File: config.mk
export PLATFORM = sky130hd
export DESIGN_NAME = snoop_wb_seq
export DESIGN_NICKNAME = d
export VERILOG_FILES = /design/src/rtl/snoop_wb_pkg.sv /design/src/rtl/snoop_line_table.sv /design/src/rtl/snoop_post_fifo.sv /design/src/rtl/snoop_wb_seq.sv
export SDC_FILE = /design/constraint.sdc
export NUM_CORES = 1
export LEC_CHECK = 0
export BUFFER_PORTS_ARGS = -buffer_cell sky130_fd_sc_hd__buf_2
export CORE_ASPECT_RATIO = 2
export CORE_UTILIZATION = 40
export DETAILED_ROUTE_END_ITERATION = 8
export PLACE_DENSITY = 0.64
export RECOVER_POWER = 100
export SLEW_MARGIN = 15
export SYNTH_ARGS = -nofsm -noshare
export SYNTH_HDL_FRONTEND = slang
export SYNTH_SLANG_ARGS = --single-unit
File: constraint.sdc
create_clock -name clk -period 3.9 [get_ports clk]
set_input_delay 0 -clock clk [delete_from_list [all_inputs] [get_ports clk]]
set_output_delay 0 -clock clk [all_outputs]
set_load 0.01 [all_outputs]
File: src/rtl/snoop_wb_pkg.sv
// Package: shared types for the snoop write-back sequencer.
// Assumes a line is four bus words.
package snoop_wb_pkg;
    localparam int unsigned LINE_OFFW = 2;

    typedef enum logic [1:0] {
        BS_IDLE = 2'd0,
        BS_ADDR = 2'd1,
        BS_DATA = 2'd2
    } bus_state_t;

    typedef enum logic [1:0] {
        XK_WBACK = 2'd0,
        XK_FILL  = 2'd1,
        XK_POST  = 2'd2
    } xfer_kind_t;
endpackage

File: src/rtl/snoop_line_table.sv
// Direct-mapped table of modified lines. One set port, one clear port,
// one lookup port. Assumes LINES is a power of two below 2**LW.
module snoop_line_table #(
    parameter int unsigned LW    = 14,
    parameter int unsigned LINES = 4
) (
    input  logic          clk,
    input  logic          rst_n,
    input  logic          set_en,
    input  logic [LW-1:0] set_line,
    input  logic          clr_en,
    input  logic [LW-1:0] clr_line,
    input  logic [LW-1:0] look_line,
    output logic          look_mod
);
    localparam int unsigned IDXW = $clog2(LINES);
    localparam int unsigned TW   = LW - IDXW;

    logic [LINES-1:0] mod_q;
    logic [TW-1:0]    tag_q [LINES];

    // Update each slot's modified flag and tag.
    always_ff @(posedge clk) begin
        if (!rst_n) begin
            mod_q <= '0;
            for (int e = 0; e < LINES; e++) tag_q[e] <= '0;
        end else begin
            for (int e = 0; e < LINES; e++) begin
                if (set_en && set_line[IDXW-1:0] == IDXW'(e)) begin
                    mod_q[e] <= 1'b1;
                    tag_q[e] <= set_line[LW-1:IDXW];
                end else if (clr_en && clr_line[IDXW-1:0] == IDXW'(e)
                             && tag_q[e] == clr_line[LW-1:IDXW]) begin
                    mod_q[e] <= 1'b0;
                end
            end
        end
    end

    // Lookup: a hit needs the slot marked and the tag equal.
    always_comb begin
        look_mod = mod_q[look_line[IDXW-1:0]]
                   && (tag_q[look_line[IDXW-1:0]] == look_line[LW-1:IDXW]);
    end
endmodule

File: src/rtl/snoop_post_fifo.sv
// FIFO holding posted writes (address and data). Push is ignored when
// full, pop when empty. Assumes DEPTH is a power of two.
module snoop_post_fifo #(
    parameter int unsigned AW    = 16,
    parameter int unsigned DW    = 32,
    parameter int unsigned DEPTH = 4
) (
    input  logic                         clk,
    input  logic                         rst_n,
    input  logic                         push,
    input  logic [AW-1:0]                push_addr,
    input  logic [DW-1:0]                push_data,
    input  logic                         pop,
    output logic [AW-1:0]                head_addr,
    output logic [DW-1:0]                head_data,
    output logic                         empty,
    output logic                         full,
    output logic [$clog2(DEPTH+1)-1:0]   count
);
    localparam int unsigned PW = $clog2(DEPTH);
    localparam int unsigned CW = $clog2(DEPTH + 1);

    logic [AW-1:0] addr_mem [DEPTH];
    logic [DW-1:0] data_mem [DEPTH];
    logic [PW-1:0] wp_q, rp_q;
    logic [CW-1:0] cnt_q;
    logic          do_push, do_pop;

    assign empty   = (cnt_q == '0);
    assign full    = (cnt_q == CW'(DEPTH));
    assign do_push = push && !full;
    assign do_pop  = pop && !empty;
    assign count   = cnt_q;
    assign head_addr = addr_mem[rp_q];
    assign head_data = data_mem[rp_q];

    // Store the pushed entry at the write pointer.
    always_ff @(posedge clk) begin
        if (do_push) begin
            addr_mem[wp_q] <= push_addr;
            data_mem[wp_q] <= push_data;
        end
    end

    // Move the pointers and the occupancy count.
    always_ff @(posedge clk) begin
        if (!rst_n) begin
            wp_q  <= '0;
            rp_q  <= '0;
            cnt_q <= '0;
        end else begin
            if (do_push) wp_q <= wp_q + 1'b1;
            if (do_pop)  rp_q <= rp_q + 1'b1;
            cnt_q <= cnt_q + CW'(do_push) - CW'(do_pop);
        end
    end
endmodule

File: src/rtl/snoop_wb_seq.sv
// Bus sequencer for line fills, dirty-line write-backs and posted writes,
// under snoop control. Outputs are registered. Assumes the snooper keeps
// at most one write-back outstanding, and that a fill request comes only
// while no fill is pending.
module snoop_wb_seq #(
    parameter int unsigned AW       = 16,
    parameter int unsigned DW       = 32,
    parameter int unsigned LINES    = 4,
    parameter int unsigned WB_DEPTH = 4
) (
    input  logic                         clk,
    input  logic                         rst_n,
    input  logic                         ahold,
    input  logic                         boff_n,
    input  logic                         snp_stb,
    input  logic [AW-snoop_wb_pkg::LINE_OFFW-1:0] snp_line,
    input  logic                         brdy_n,
    input  logic                         blast_n,
    input  logic                         mark_mod,
    input  logic [AW-snoop_wb_pkg::LINE_OFFW-1:0] mark_line,
    input  logic                         rd_req,
    input  logic [AW-snoop_wb_pkg::LINE_OFFW-1:0] rd_line,
    input  logic                         wr_req,
    input  logic [AW-1:0]                wr_addr,
    input  logic [DW-1:0]                wr_data,
    output logic                         wr_full,
    output logic                         ads_n,
    output logic                         wnr,
    output logic                         hitm_n,
    output logic [AW-1:0]                bus_addr,
    output logic [DW-1:0]                bus_wdata,
    output logic                         fill_done
);
    import snoop_wb_pkg::*;

    localparam int unsigned LW = AW - LINE_OFFW;
    localparam int unsigned CW = $clog2(WB_DEPTH + 1);

    bus_state_t st_q;
    xfer_kind_t kind_q, pick;
    logic          have_work, launch, last_beat;
    logic          wb_pend_q, fill_pend_q, fill_tried_q;
    logic [LW-1:0] wb_line_q, fill_line_q;
    logic          hitm_q, ads_q, wnr_q, done_q;
    logic [AW-1:0] addr_q, pick_addr;
    logic [DW-1:0] wdata_q;
    logic          snp_mod, snp_hit;
    logic          buf_empty, buf_full, buf_pop;
    logic [AW-1:0] buf_addr;
    logic [DW-1:0] buf_data;
    logic [CW-1:0] buf_cnt;

    snoop_line_table #(.LW(LW), .LINES(LINES)) u_table (
        .clk      (clk),
        .rst_n    (rst_n),
        .set_en   (mark_mod),
        .set_line (mark_line),
        .clr_en   (last_beat && kind_q == XK_WBACK),
        .clr_line (wb_line_q),
        .look_line(snp_line),
        .look_mod (snp_mod)
    );

    snoop_post_fifo #(.AW(AW), .DW(DW), .DEPTH(WB_DEPTH)) u_post (
        .clk      (clk),
        .rst_n    (rst_n),
        .push     (wr_req),
        .push_addr(wr_addr),
        .push_data(wr_data),
        .pop      (buf_pop),
        .head_addr(buf_addr),
        .head_data(buf_data),
        .empty    (buf_empty),
        .full     (buf_full),
        .count    (buf_cnt)
    );

    assign snp_hit   = snp_stb && snp_mod && !wb_pend_q;
    assign last_beat = (st_q == BS_DATA) && boff_n && !brdy_n && !blast_n;
    assign buf_pop   = last_beat && kind_q == XK_POST;
    assign launch    = (st_q == BS_IDLE) && !ahold && boff_n && have_work;

    // Pick the next transfer: write-back, restart, posted write, fresh fill.
    always_comb begin
        have_work = 1'b1;
        pick      = XK_FILL;
        if (wb_pend_q)                        pick = XK_WBACK;
        else if (fill_pend_q && fill_tried_q) pick = XK_FILL;
        else if (!buf_empty)                  pick = XK_POST;
        else if (!fill_pend_q)                have_work = 1'b0;
    end

    // Address of the picked transfer.
    always_comb begin
        case (pick)
            XK_WBACK: pick_addr = {wb_line_q, {LINE_OFFW{1'b0}}};
            XK_POST:  pick_addr = buf_addr;
            default:  pick_addr = {fill_line_q, {LINE_OFFW{1'b0}}};
        endcase
    end

    // Bus phase machine, pending work and hit-modified control.
    always_ff @(posedge clk) begin
        if (!rst_n) begin
            st_q         <= BS_IDLE;
            kind_q       <= XK_FILL;
            wb_pend_q    <= 1'b0;
            wb_line_q    <= '0;
            fill_pend_q  <= 1'b0;
            fill_tried_q <= 1'b0;
            fill_line_q  <= '0;
            hitm_q       <= 1'b1;
            ads_q        <= 1'b1;
            wnr_q        <= 1'b0;
            addr_q       <= '0;
            wdata_q      <= '0;
            done_q       <= 1'b0;
        end else begin
            done_q <= last_beat && kind_q == XK_FILL;
            case (st_q)
                BS_IDLE: begin
                    if (launch) begin
                        st_q    <= BS_ADDR;
                        kind_q  <= pick;
                        ads_q   <= 1'b0;
                        wnr_q   <= (pick != XK_FILL);
                        addr_q  <= pick_addr;
                        wdata_q <= buf_data;
                        if (pick == XK_FILL) begin
                            fill_tried_q <= 1'b1;
                            hitm_q       <= 1'b1;
                        end
                    end
                end
                BS_ADDR: begin
                    ads_q <= 1'b1;
                    st_q  <= boff_n ? BS_DATA : BS_IDLE;
                end
                default: begin
                    if (!boff_n) begin
                        st_q <= BS_IDLE;
                    end else if (last_beat) begin
                        st_q <= BS_IDLE;
                        if (kind_q == XK_WBACK) begin
                            wb_pend_q <= 1'b0;
                            if (!(fill_pend_q && fill_tried_q)) hitm_q <= 1'b1;
                        end else if (kind_q == XK_FILL) begin
                            fill_pend_q  <= 1'b0;
                            fill_tried_q <= 1'b0;
                        end
                    end
                end
            endcase
            if (rd_req && !fill_pend_q) begin
                fill_pend_q <= 1'b1;
                fill_line_q <= rd_line;
            end
            if (snp_hit) begin
                wb_pend_q <= 1'b1;
                wb_line_q <= snp_line;
                hitm_q    <= 1'b0;
            end
        end
    end

    assign wr_full   = buf_full;
    assign ads_n     = ads_q;
    assign wnr       = wnr_q;
    assign hitm_n    = hitm_q;
    assign bus_addr  = addr_q;
    assign bus_wdata = wdata_q;
    assign fill_done = done_q;
endmodule

==> flow_summary.ini, run 1 <==
[run_status]
status = complete, but fails checks
failed_checks = max-capacitance violations, max-slew violations

[setup_path]
cpLargestDelayFamily = compound AO/OA/AOI/OAI gates
end_kind = flip-flop
critPathLaunch = u_post.count[2]$_SDFF_PN0_
cp_data_required_time_ns = 4.41
path_max_fanout = 17
cp-start-kind = flip-flop
worstPathCellList = or3_1, o31ai_1, clkbuf_1, a221o_1, o21ai_0, a21boi_0
worst_path_max_delay_cell = o31ai_1
crit_type = flip-flop to flip-flop
critPathMaxStageDelay_ns = 0.93
path_buf_inv = 1
worstPathArrival_ns = 3.54
worstReg2RegStart = u_post.count[2]$_SDFF_PN0_

[layout]
nets = 1291
instances_no_fill = 1651
drive_above_1_share_pct = 14.49
area_growth_pct = 21.83

[placement]
place.gp.congestion = 0.9238
dp_hpwl_um = 23830
port_buffers = 152
placedCellCount = 1498

[clock_tree]
cts_root_buf = clkbuf_16
clock_path_buffers = 3
numCtsBuffers = 30
htree_levels = 1
post-cts-setup-buffers = 0
cts_tree = yes
clk_latency_ns = 0.58
cts_num_sinks = 340
clk_pin_slew_ns = 0.07

[timing]
setup_violations = 0
totalNegativeSetupSlack_ns = 0
worst_pin_slew_ns = 1.759
drv_slew = 94
fin_crit_sh_pct = 77.89
fmax_mhz = 329.2
finalClockSkew_ns = 0.02685
rsz0062_at_grt = false
report.final.hold_viol_count = 0
slew-limit-headroom_pct = -17.30
finalCriticalPeriod_ns = 3.038

[die]
initial_utilization_pct = 40.46
die_width_um = 133.6
rows = 96
die_h_um = 265.2
ioPinCount = 153
dieArea_mm2 = 0.03542
core-area_mm2 = 0.03423

[run]
maxCapViolations = 1

[global_routing]
track_usage_pct = 19.49
antenna_found_initial = 2
grt_pass1_wl_um = 51150
grt_max_degree = 94
grt_pass1_vias = 8795
overflow = 0

[drt]
drt_first_pass_iters = 5
viasPerCell = 5.113
drc = 0
dr.first_iter.drc_count = 434
wl_per_cell_um = 20.76
vias = 8442
finalWirelength_um = 34270
ant_nets = 0

[yosys]
synth_warnings = 0
syn-cell-area_mm2 = 0.01385
synth-seq-cells = 340
ys_seq_area_share_pct = 66.49
avgSynthCellArea_um2 = 14.55
postSynthCellCount = 952
yosys.cell_types.count = 50
syn_nets = 1059

[pwr]
total_power_mw = 8.519
power_density_mw_per_mm2 = 504.9
ir_drop_mv = 0.3631
p_leak_nw = 5.803

[min_path]
hold_path_class = primary input to flip-flop
min_from = blast_n
[cells in the mapped netlist (all sizes together)]
cell	instances	share of area, %
nand4b	2	0.13
o22ai	2	0.090
xnor2	43	2.8
buf	16	0.72
a222oi	2	0.14
nor3b	1	0.090
a221oi	6	0.38
a31o	4	0.25
a21oi	10	0.36
a311o	1	0.072
dfxtp	100	14
a31oi	2	0.090
o2111a	1	0.081
nor2b	8	0.36
edfxtp	240	52
and3	3	0.14
a32oi	1	0.063
fa	1	0.14
o31a	1	0.063
nand4	9	0.41
and2	60	2.7
mux2i	23	1.7
or4	1	0.081
clkbuf	48	1.3
or3	1	0.045
a22oi	2	0.11
nand2b	4	0.18
o31ai	1	0.054
a221o	8	0.58
mux4	55	9.1
xor2	23	1.5
nor4bb	1	0.072
nand2	146	4.0
a21bo	1	0.072
ha	6	0.54
nor2	7	0.19
nor4b	1	0.063
inv	14	0.38
o211a	2	0.14
nor3	7	0.25
nand3	6	0.22
a21boi	56	3.0
o21ai	20	0.72
nor4	6	0.27
[layer usage]
layer | routed length, um | share of wire (%) | vias to the layer above | global-route usage [%]
li1 | - | - | 3964 | -
met1 | 12000 | 35 | 4198 | 19.41
met2 | 19650 | 57 | 212 | 38.87
met3 | 1205 | 3.5 | 68 | 2.268
met4 | 1412 | 4.1 | 0 | 9.367
met5 | 0 | 0 | - | 0
[through the flow]
| stage | util (%) | setup WS, ns | cell area [um2] | hold WS (ns) |
|---|---|---|---|---|
| 2_1_floorplan | - | 1.337 | 13850 | 0.09887 |
| 3_3_place_gp | 43.92 | 1.340 | 15030 | 0.2121 |
| 3_5_place_dp | 43.92 | 1.251 | 15030 | 0.2147 |
| 4_1_cts | 49.81 | 1.242 | 17050 | 0.0006246 |
| 5_1_grt | 49.29 | 0.5549 | 16870 | 0.06220 |
| 6_report | 49.29 | 0.8623 | 16870 | 0.01559 |
[power breakdown]
part           switching [mW]  internal, mW
clock network            1.34          1.88
registers               0.126          4.22
logic                   0.576         0.378
[flip-flops by register name, summed over array words and instances (netlist names), named ones only]
register / cells
u_post.wp_q: 2
u_table.mod_q: 4
st_q: 2
u_post.data_mem: 128
fill_tried_q: 1
fill_done: 1
fill_line_q: 14
bus_wdata: 32
kind_q: 2
u_post.addr_mem: 64
wb_line_q: 14
u_table.tag_q: 48
hitm_n: 1
u_post.count: 3
wnr: 1
fill_pend_q: 1
u_post.rp_q: 2
ads_n: 1
bus_addr: 16
wb_pend_q: 1
[worst paths after layout]
check | end | slack, ns | cells after the start
worst max-delay path | bus_addr[13]$_SDFFE_PN0P_ | 0.86 | 6
worst min-delay path | fill_done$_SDFF_PN0_ | 0.02 | 5
worst min register to register | bus_addr[9]$_SDFFE_PN0P_ | 0.44 | 2
worst max register to register | bus_addr[13]$_SDFFE_PN0P_ | 0.86 | 6
[layout make-up]
class | count | area (um2)
multi-input combinational | 534 | 4305
inverter | 14 | 52.55
clock inverter | 26 | 326.6
clock buffer | 30 | 750.7
timing repair buffer | 264 | 1669
tap | 441 | 551.8
sequential | 340 | 9211
antenna | 2 | 5.005
fill | 3017 | 17360
[logic make-up (layout without fill, tap and decap cells)]
logic type      after synthesis  count (layout)  share of synthesized area (%)
compound gates              120             120                          6.315
xor+xnor                     66              66                          4.228
fa+ha+maj                     7               7                         0.6866
buf+inv                      78             334                          2.403
flops                       340             340                          66.49
mux                          78              78                          10.71
other cells                   0               2                              0
simple gates                263             263                          9.161
[tightest hold or removal path, delay by kind of cell]
family | cells | cell delay (ns)
buffers and inverters | 1 | 0.09
AND/OR/NAND/NOR | 4 | 0.43
[layout by cell type (no fill, tap or decap), drive strengths merged, types with 3 or more instances in the layout]
master / n
a21boi: 56
a21oi: 10
a221o: 8
a221oi: 6
a31o: 4
and2: 60
and3: 3
buf: 55
bufinv: 7
clkbuf: 145
clkinv: 17
dfxtp: 100
dlygate4sd3: 94
edfxtp: 240
ha: 6
inv: 15
mux2i: 23
mux4: 55
nand2: 146
nand2b: 4
nand3: 6
nand4: 9
nor2: 7
nor2b: 8
nor3: 7
nor4: 6
o21ai: 20
xnor2: 43
xor2: 23
[what timing repair did]
| action | 4_1_cts | 5_1_grt |
|---|---|---|
| hold buffers | 94 | 0 |
| endpoints found under the hold margin | 312 | 0 |
| gates resized for setup | 0 | 0 |
Power figures use the tool's default switching activity.
==> run 2: changes to the inputs <==
- clock period: 3.9 -> 3.2 ns (I/O delays scaled with it)
==> run 2 against run 1 <==
The run still ends with max-capacitance violations, max-slew violations left. Clock power grew 35%. Die area did not move. Power is 27% higher. Register-to-register slack worse by 0.68 ns. First-iteration DRC count shrank 4.8%. Count of clock-buffer cells in the layout up 13. Critical path type unchanged. Largest cell class unchanged.
==> flow_summary.ini, run 2 (synthesized netlist as in run 1, its figures left out) <==
[layout]
instances_no_fill = 1683
utilization_pct = 50.69
final_common_cell = edfxtp_1
largest_register_ffs = 128
drive_above_1_share_pct = 15.15
nets = 1322
top_regs = u_post.data_mem: 128 flops, u_post.addr_mem: 64 flops, u_table.tag_q: 48 flops
final_area_mm2 = 0.01735
layout_common_cells = edfxtp_1, nand2_1, dlygate4sd3_1, clkbuf_1, dfxtp_1
area_growth_pct = 25.30
largest_register = u_post.data_mem
fillers = 2993

[drt]
ant_nets = 0
drc = 0
drt_first_pass_iters = 5
finalWirelength_um = 34310
viasPerCell = 5.102
vias = 8587
wl_per_cell_um = 20.39
dr.first_iter.drc_count = 413

[timing]
fmax_mhz = 331.7
totalNegativeSetupSlack_ns = 0
finalCriticalPeriod_ns = 3.015
fin_crit_sh_pct = 94.20
worst_pin_slew_ns = 1.614
slew-limit-headroom_pct = -7.595
setup_violations = 0
drv_slew = 40
hold_slack_ns = 0.01123
finalClockSkew_ns = 0.02224
report.final.hold_viol_count = 0
rsz0062_at_grt = false

[setup_path]
end_kind = flip-flop
worst_path_max_delay_cell = or4_4
cp-start-kind = flip-flop
path_max_fanout = 16
worstReg2RegStart = u_table.tag_q[2][7]$_SDFFCE_PN0P_
critPathMaxStageDelay_ns = 0.66
r2r_cells = 7
crit_type = flip-flop to flip-flop
cp_data_required_time_ns = 3.61
r2r_slack_ns = 0.19
rr_endpoint = wb_line_q[6]$_SDFFE_PN0P_
worstPathCellList = mux4_2, xor2_1, nor3b_1, nand3_1, or4_4, mux2i_1, dlygate4sd3_1
worstPathArrival_ns = 3.42

[clock_tree]
clk_pin_slew_ns = 0.06
htree_levels = 2
numCtsBuffers = 34
clk_latency_ns = 0.54
clock_path_buffers = 3
cts_tree = yes
post_cts_resized = 0
cts_root_buf = clkbuf_16
cts_num_sinks = 340

[min_path]
whs_path_depth = 5
min_from = ahold
hold_path_class = primary input to flip-flop
min_to = bus_addr[3]$_SDFFE_PN0P_

[pwr]
p_leak_nw = 6.027
power_density_mw_per_mm2 = 625.2
ir_drop_mv = 0.4593

[die]
rows = 96
initial_utilization_pct = 40.46
core-area_mm2 = 0.03423
die_h_um = 265.2
dieArea_mm2 = 0.03542
ioPinCount = 153
die_width_um = 133.6

[run_status]
failed_checks = max-capacitance violations, max-slew violations
status = complete, but fails checks

[run]
maxCapViolations = 1

[global_routing]
track_usage_pct = 19.91
grt_pass1_vias = 9137
grt_pass1_wl_um = 52300
antenna_found_initial = 1
overflow = 0
grt_max_degree = 82

[placement]
dp_hpwl_um = 23450
placedCellCount = 1502
port_buffers = 152
place.gp.congestion = 0.9344
place_area_mm2 = 0.01511
## run 2: cell count changes in the layout (fill, tap and decap cells not counted), sizes merged
cell         change
buf              +9
bufinv           -1
clkbuf           +7
clkinv           -8
clkinvlp         +2
diode            -1
dlygate4sd3     +24
## run 2: layout make-up
cell class | count | area, um2 | share of cell area, %
flip-flops and latches | 340 | 9211 | 53.08
multi-input cells | 534 | 4320 | 24.90
repair buffers | 291 | 1979 | 11.41
clock buffers | 43 | 955.9 | 5.509
well taps | 441 | 551.8 | 3.180
clock inverters | 19 | 279.0 | 1.608
inverters | 14 | 52.55 | 0.3028
diodes | 1 | 2.502 | 0.01442
## run 2: through the flow
stage / setup slack (ns) / power, mW
after detailed placement: 0.5395 / 6.560
final: 0.1855 / 10.85
after floorplan: 0.6372 / 6.018
after CTS: 0.3150 / 11.00
after global placement: 0.5764 / 6.520
after global routing: 0.1090 / 11.24
## run 2: worst max path at each step
stage / start / endpoint / cells past startpoint
6_report: u_table.tag_q[2][7]$_SDFFCE_PN0P_ / wb_line_q[6]$_SDFFE_PN0P_ / 7
5_1_grt: rst_n / st_q[1]$_SDFFE_PN0P_ / 5
4_1_cts: u_table.tag_q[3][7]$_SDFFCE_PN0P_ / wb_line_q[12]$_SDFFE_PN0P_ / 7
3_5_place_dp: st_q[0]$_SDFFE_PN0P_ / u_post.count[2]$_SDFF_PN0_ / 10
3_3_place_gp: st_q[0]$_SDFFE_PN0P_ / u_post.count[2]$_SDFF_PN0_ / 10
2_1_floorplan: u_post.count[1]$_SDFF_PN0_ / u_post.addr_mem[0][0]$_DFFE_PP_ / 5
## run 2: critical path: cells and delay by family (launching register included)
kind | cells | cell delay [ns]
XOR/XNOR | 1 | 0.15
multiplexers | 2 | 0.66
buffers and inverters | 1 | 0.57
AND/OR/NAND/NOR | 3 | 1.09
flip-flops | 1 | 0.41
## run 2: what timing repair did
item | in CTS | in global routing
hold endpoints to repair | 273 | 0
setup buffers | 0 | 0
hold buffers | 118 | 0
## run 2: report_power, final
part,internal (mW),switching (mW)
registers,5.14,0.153
clock network,2.62,1.71
logic,0.507,0.717
total,8.27,2.58
## run 2: routing by layer
layer  global-route usage (%)  part of all wire [%]
met5                        0                     0
met3                    2.459                   3.3
met1                    19.92                    35
met2                    38.94                    56
met4                    10.78                   5.2
